<file path="src/rtl/slope_trip_pkg.sv">
package slope_trip_pkg;
  localparam int unsigned CODE_W = 12;
  typedef logic [CODE_W-1:0] code_t;

  function automatic code_t sat_sub(code_t a, code_t b);
    return (b > a) ? '0 : code_t'(a - b);
  endfunction
endpackage

</file>
<file path="src/rtl/ramp_gen.sv">
module ramp_gen
  import slope_trip_pkg::*;
(
  input  logic  clk_i,
  input  logic  rst_ni,
  input  logic  sync_i,
  input  code_t init_i,
  input  code_t slope_i,
  output code_t ramp_o
);
  code_t ramp_q, slope_q;

  // slope is shadowed; init is only sampled on the sync edge
  always_ff @(posedge clk_i or negedge rst_ni) begin
    if (!rst_ni) begin
      ramp_q  <= '0;
      slope_q <= '0;
    end else if (sync_i) begin
      ramp_q  <= init_i;
      slope_q <= slope_i;
    end else begin
      ramp_q  <= sat_sub(ramp_q, slope_q);
    end
  end

  assign ramp_o = ramp_q;

  p_sync_load_r2: assert property (@(posedge clk_i) disable iff (!rst_ni)
    sync_i |=> ramp_q == $past(init_i));
  p_fall_r3: assert property (@(posedge clk_i) disable iff (!rst_ni)
    !sync_i |=> ramp_q <= $past(ramp_q));
  p_no_wrap_r4: assert property (@(posedge clk_i) disable iff (!rst_ni)
    (!sync_i && ramp_q < slope_q) |=> ramp_q == '0);
  p_shadow_r5: assert property (@(posedge clk_i) disable iff (!rst_ni)
    !sync_i |=> $stable(slope_q));
endmodule

</file>
<file path="src/rtl/trip_filter.sv">
module trip_filter #(
  parameter int unsigned FILT_LEN = 8,
  parameter int unsigned FILT_THR = 6
) (
  input  logic clk_i,
  input  logic rst_ni,
  input  logic raw_i,
  output logic filt_o
);
  localparam int unsigned CNT_W = $clog2(FILT_LEN + 1);
  localparam int unsigned LOW_LIM = FILT_LEN - FILT_THR;

  logic [FILT_LEN-1:0] hist_q, hist_d;
  logic [CNT_W-1:0]    ones;
  logic                filt_q;

  generate
    if (FILT_LEN == 1) begin : g_one
      assign hist_d = raw_i;
    end else begin : g_many
      assign hist_d = {hist_q[FILT_LEN-2:0], raw_i};
    end
  endgenerate

  always_comb begin
    ones = '0;
    for (int i = 0; i < FILT_LEN; i++) ones = ones + CNT_W'(hist_q[i]);
  end

  always_ff @(posedge clk_i or negedge rst_ni) begin
    if (!rst_ni) begin
      hist_q <= '0;
      filt_q <= 1'b0;
    end else begin
      hist_q <= hist_d;
      if (ones >= CNT_W'(FILT_THR))     filt_q <= 1'b1;
      else if (ones <= CNT_W'(LOW_LIM)) filt_q <= 1'b0;
    end
  end

  assign filt_o = filt_q;

  initial begin
    a_cfg_r6: assert (FILT_LEN >= 1 && FILT_LEN <= 32 && 2 * FILT_THR > FILT_LEN
                      && FILT_THR <= FILT_LEN);
  end
endmodule

</file>
<file path="src/rtl/trip_latch.sv">
module trip_latch (
  input  logic clk_i,
  input  logic rst_ni,
  input  logic sync_i,
  input  logic filt_i,
  output logic trip_o
);
  logic trip_q;

  always_ff @(posedge clk_i or negedge rst_ni) begin
    if (!rst_ni)     trip_q <= 1'b0;
    else if (sync_i) trip_q <= 1'b0;   // clear wins over same-clock trip
    else if (filt_i) trip_q <= 1'b1;
  end

  assign trip_o = trip_q;

  p_only_filtered_r6: assert property (@(posedge clk_i) disable iff (!rst_ni)
    (!trip_q && !filt_i) |=> !trip_q);
  p_hold_r7: assert property (@(posedge clk_i) disable iff (!rst_ni)
    (trip_q && !sync_i) |=> trip_q);
  p_sync_clear_r8: assert property (@(posedge clk_i) disable iff (!rst_ni)
    sync_i |=> !trip_q);
endmodule

</file>
<file path="src/rtl/slope_trip_latch.sv">
module slope_trip_latch
  import slope_trip_pkg::*;
#(
  parameter int unsigned FILT_LEN = 8,
  parameter int unsigned FILT_THR = 6
) (
  input  logic              clk_i,
  input  logic              rst_ni,
  input  logic              sync_i,
  input  logic [CODE_W-1:0] init_i,
  input  logic [CODE_W-1:0] slope_i,
  input  logic              cmp_raw_i,
  output logic [CODE_W-1:0] dac_o,
  output logic              trip_o
);
  logic filt;

  ramp_gen u_ramp (
    .clk_i  (clk_i),
    .rst_ni (rst_ni),
    .sync_i (sync_i),
    .init_i (init_i),
    .slope_i(slope_i),
    .ramp_o (dac_o)
  );

  trip_filter #(.FILT_LEN(FILT_LEN), .FILT_THR(FILT_THR)) u_filt (
    .clk_i (clk_i),
    .rst_ni(rst_ni),
    .raw_i (cmp_raw_i),
    .filt_o(filt)
  );

  trip_latch u_latch (
    .clk_i (clk_i),
    .rst_ni(rst_ni),
    .sync_i(sync_i),
    .filt_i(filt),
    .trip_o(trip_o)
  );
endmodule

</file>
<file path="config.mk">
export PLATFORM = sky130hd
export DESIGN_NAME = slope_trip_latch
export DESIGN_NICKNAME = d
export VERILOG_FILES = /design/src/rtl/slope_trip_pkg.sv /design/src/rtl/ramp_gen.sv /design/src/rtl/trip_filter.sv /design/src/rtl/trip_latch.sv /design/src/rtl/slope_trip_latch.sv
export SDC_FILE = /design/constraint.sdc
export NUM_CORES = 1
export LEC_CHECK = 0
export ABC_CLOCK_PERIOD_IN_PS = 3100
export BUFFER_PORTS_ARGS = -buffer_cell sky130_fd_sc_hd__buf_4
export CORE_MARGIN = 4
export CORE_UTILIZATION = 25
export CTS_CLUSTER_SIZE = 12
export DETAILED_ROUTE_END_ITERATION = 16
export GPL_ROUTABILITY_DRIVEN = 0
export PLACE_DENSITY = 0.45
export SETUP_SLACK_MARGIN = 0.15
export SLEW_MARGIN = 20
export SYNTH_ARGS = -nofsm -noshare
export SYNTH_HDL_FRONTEND = slang
export SYNTH_SLANG_ARGS = --single-unit
</file>
<file path="constraint.sdc">
create_clock -name clk_i -period 3.1 [get_ports clk_i]
set_input_delay 0.93 -clock clk_i [delete_from_list [all_inputs] [get_ports clk_i]]
set_output_delay 0.93 -clock clk_i [all_outputs]
set_load 0.03 [all_outputs]
</file>
==> results.cfg <==
[sta]
drv_slew = 0
skew_ns = 0.00909
post-route-min-period_ns = 2.98
relSlewSlack_pct = 60.2
fin_setup_tns_ns = 0
finalSetupViolCount = 0
setup_ws_ns = 0.123
clock.fmax_ghz = 0.336
final.period_utilization_pct = 96.0
hold_viol = 0
worstMarginPinSlew_ns = 0.598
rsz0062_at_grt = yes

[clocking]
root_buffer = clkbuf_8
hold_buffers = 0
clkTransAtPathRegs_ns = 0.07
numCtsBuffers = 5
clk_path_buf_depth = 2
cts_tree = built
clkLatencyLatePin_ns = 0.29
cts_setup_buffers = 0
clock-sinks = 34
htreeDepth = 2

[layout]
antenna_cells = 0
area_growth_pct = 24.7
drive_above_1_share_pct = 22.1
regArea_sq_um = 851
fill_cells = 782
layout_commonest_cell = buf_4
final_cell_mix = buf_4 (41), dfrtp_1 (34), inv_1 (23), nand2_1 (17), o21ai_0 (17)
multi_input_area_sq_um = 951
finalInstanceArea_sq_um = 2420
layout.nets = 282

[drt]
firstDrtPassIters = 4
drc_errors = 0
drtAntennaViolNets = 0
routed_wl_um = 4730
vias = 1542
drt_iter0_drc = 73
avgViaCountPerCell = 4.62
wl_per_cell_um = 14.1

[logic_synthesis]
synth_top_cell_by_area = dfrtp_1
syn_inst = 196
synth_edf_count = 0
async_reset_ff_share_pct = 100
synth_nets = 244
ys_seq_elements = 34
ys.flop_type = dfrtp_1
yosysUniqueCellTypes = 41
synthTopCellsByArea = dfrtp_1 (44%), ha_1 (9.7%), fa_1 (5.2%), inv_1 (4.6%), a22o_1 (4.5%)
ys_seq_area_share_pct = 43.9
netlist.area_leader.share_pct = 43.9
yosys_warnings = 0
netlist_area_sq_um = 1940
avgSynthCellArea_sq_um = 9.89

[outcome]
status = complete, no violations

[grt]
grt_pass1_wl_um = 7910
gr-total-overflow = 0
grt_usage_pct = 11.3
antenna_found_initial = 0
grt_max_degree = 37
grt_pass1_vias = 1628

[die]
fp.dieW_um = 96.1
rows = 31
die_area_sq_um = 9230
start_util_pct = 26.2
core-area_sq_um = 7410
ios = 41
die_y_um = 96.1

[worst_setup_path]
critical_path_depth = 11
critical_path.startpoint_type = register
path_common_cell = fa_1
reg2reg_from = u_filt.hist_q[0]
path_cells = ha_1, inv_2, fa_1, fa_1, inv_1, fa_2, fa_1, o22ai_1, a21oi_1, a21oi_1, nand2_1
crit_end = u_filt.filt_o
cp_top_family = adder cells
worst-setup-path-type = register to register
startpoint = u_filt.hist_q[0]
worst-endpoint-arrival_ns = 3.16
crit_buf_inv = 2
ff2ff_setup_slack_ns = 0.12
cp_max_fo = 2
end_kind = register
reg2reg_to = u_filt.filt_o
worstPathRequired_ns = 3.28
slowest_delay_ns = 0.49
rr_worst_depth = 11
crit_slowest_cell = fa_1

[placement]
portBuffers = 40
placed_area_sq_um = 2320
place_ws_ns = 0.0414
dp_hpwl_um = 3520

[flow_run]
cap_violations = 0

[pwr]
power_density_nw_per_um2 = 633
power_leakage_nw = 1.17
ir_worst_vdd_uv = 162

[hold_path]
hold_path_class = register to register
-- worst min-delay path by stage --
stage	from	end	slack [ns]	cells past startpoint
after floorplan	u_filt.hist_q[2]	u_filt.hist_q[3]	0.35	0
after global placement	u_filt.hist_q[4]	u_filt.hist_q[5]	0.36	0
after detailed placement	u_filt.hist_q[2]	u_filt.hist_q[3]	0.36	0
after CTS	u_filt.hist_q[2]	u_filt.hist_q[3]	0.38	0
after global routing	u_filt.hist_q[6]	u_filt.hist_q[7]	0.40	0
final	u_filt.hist_q[2]	u_filt.hist_q[3]	0.38	0
-- cell usage after synthesis, drive strengths merged, types with 3 or more instances --
| library cell | count |
|---|---|
| dfrtp | 34 |
| inv | 24 |
| nand2 | 17 |
| o21ai | 17 |
| ha | 15 |
| a21oi | 13 |
| a22o | 10 |
| nor2 | 7 |
| clkbuf | 6 |
| fa | 5 |
| nand3 | 5 |
| buf | 4 |
| xor2 | 4 |
| a21o | 3 |
| xnor2 | 3 |
-- per-stage QoR --
stage                     power (mW)  utilization (%)  hold slack [ns]  std cells
after detailed placement        1.19             31.3            0.363        326
after CTS                       1.55             32.6            0.381        334
final                           1.53             32.6            0.379        334
after floorplan                 1.01                -            0.354        196
after global routing            1.66             32.6            0.405        334
after global placement          1.19             31.3            0.358        326
-- cell families after synthesis --
family,count (synthesis),share of synthesized area [%]
flip-flops,34,43.9
multiplexers,2,1.10
adder cells (fa/ha/maj),20,14.8
AND/OR/NAND/NOR,39,9.10
XOR/XNOR,7,3.16
buffers and inverters,34,7.23
AO/OA/AOI/OAI,60,20.7
-- sequential cells by signal (all words and copies together), names as in the netlist --
signal          cells
u_filt.filt_o       1
u_filt.hist_q       8
u_ramp.ramp_o      12
u_ramp.slope_q     12
u_latch.trip_o      1
-- final cells by class --
class | count | area share, %
clock inverters | 2 | 0.517
clock buffers | 6 | 3.41
repair buffers | 41 | 12.7
flip-flops and latches | 34 | 35.2
inverters | 24 | 3.72
well taps | 99 | 5.12
multi-input cells | 128 | 39.3
-- per-layer routing --
| layer | GRT usage, % | share of wire [%] |
|---|---|---|
| met1 | 15.5 | 48 |
| met3 | 3.21 | 4.6 |
| met2 | 16.1 | 45 |
| met5 | 0 | 0 |
| met4 | 5.81 | 2.9 |
-- power breakdown --
part           total (mW)  switching (mW)  internal, mW
logic               0.646           0.376         0.271
registers           0.539          0.0362         0.503
clock network       0.345           0.166         0.178
total                1.53           0.578         0.952
-- repair_timing --
action / in CTS / in global routing
setup endpoints to repair: 1 / 1
gates resized for setup: 2 / 0
pin swaps: 2 / 0
Power figures use the tool's default switching activity.
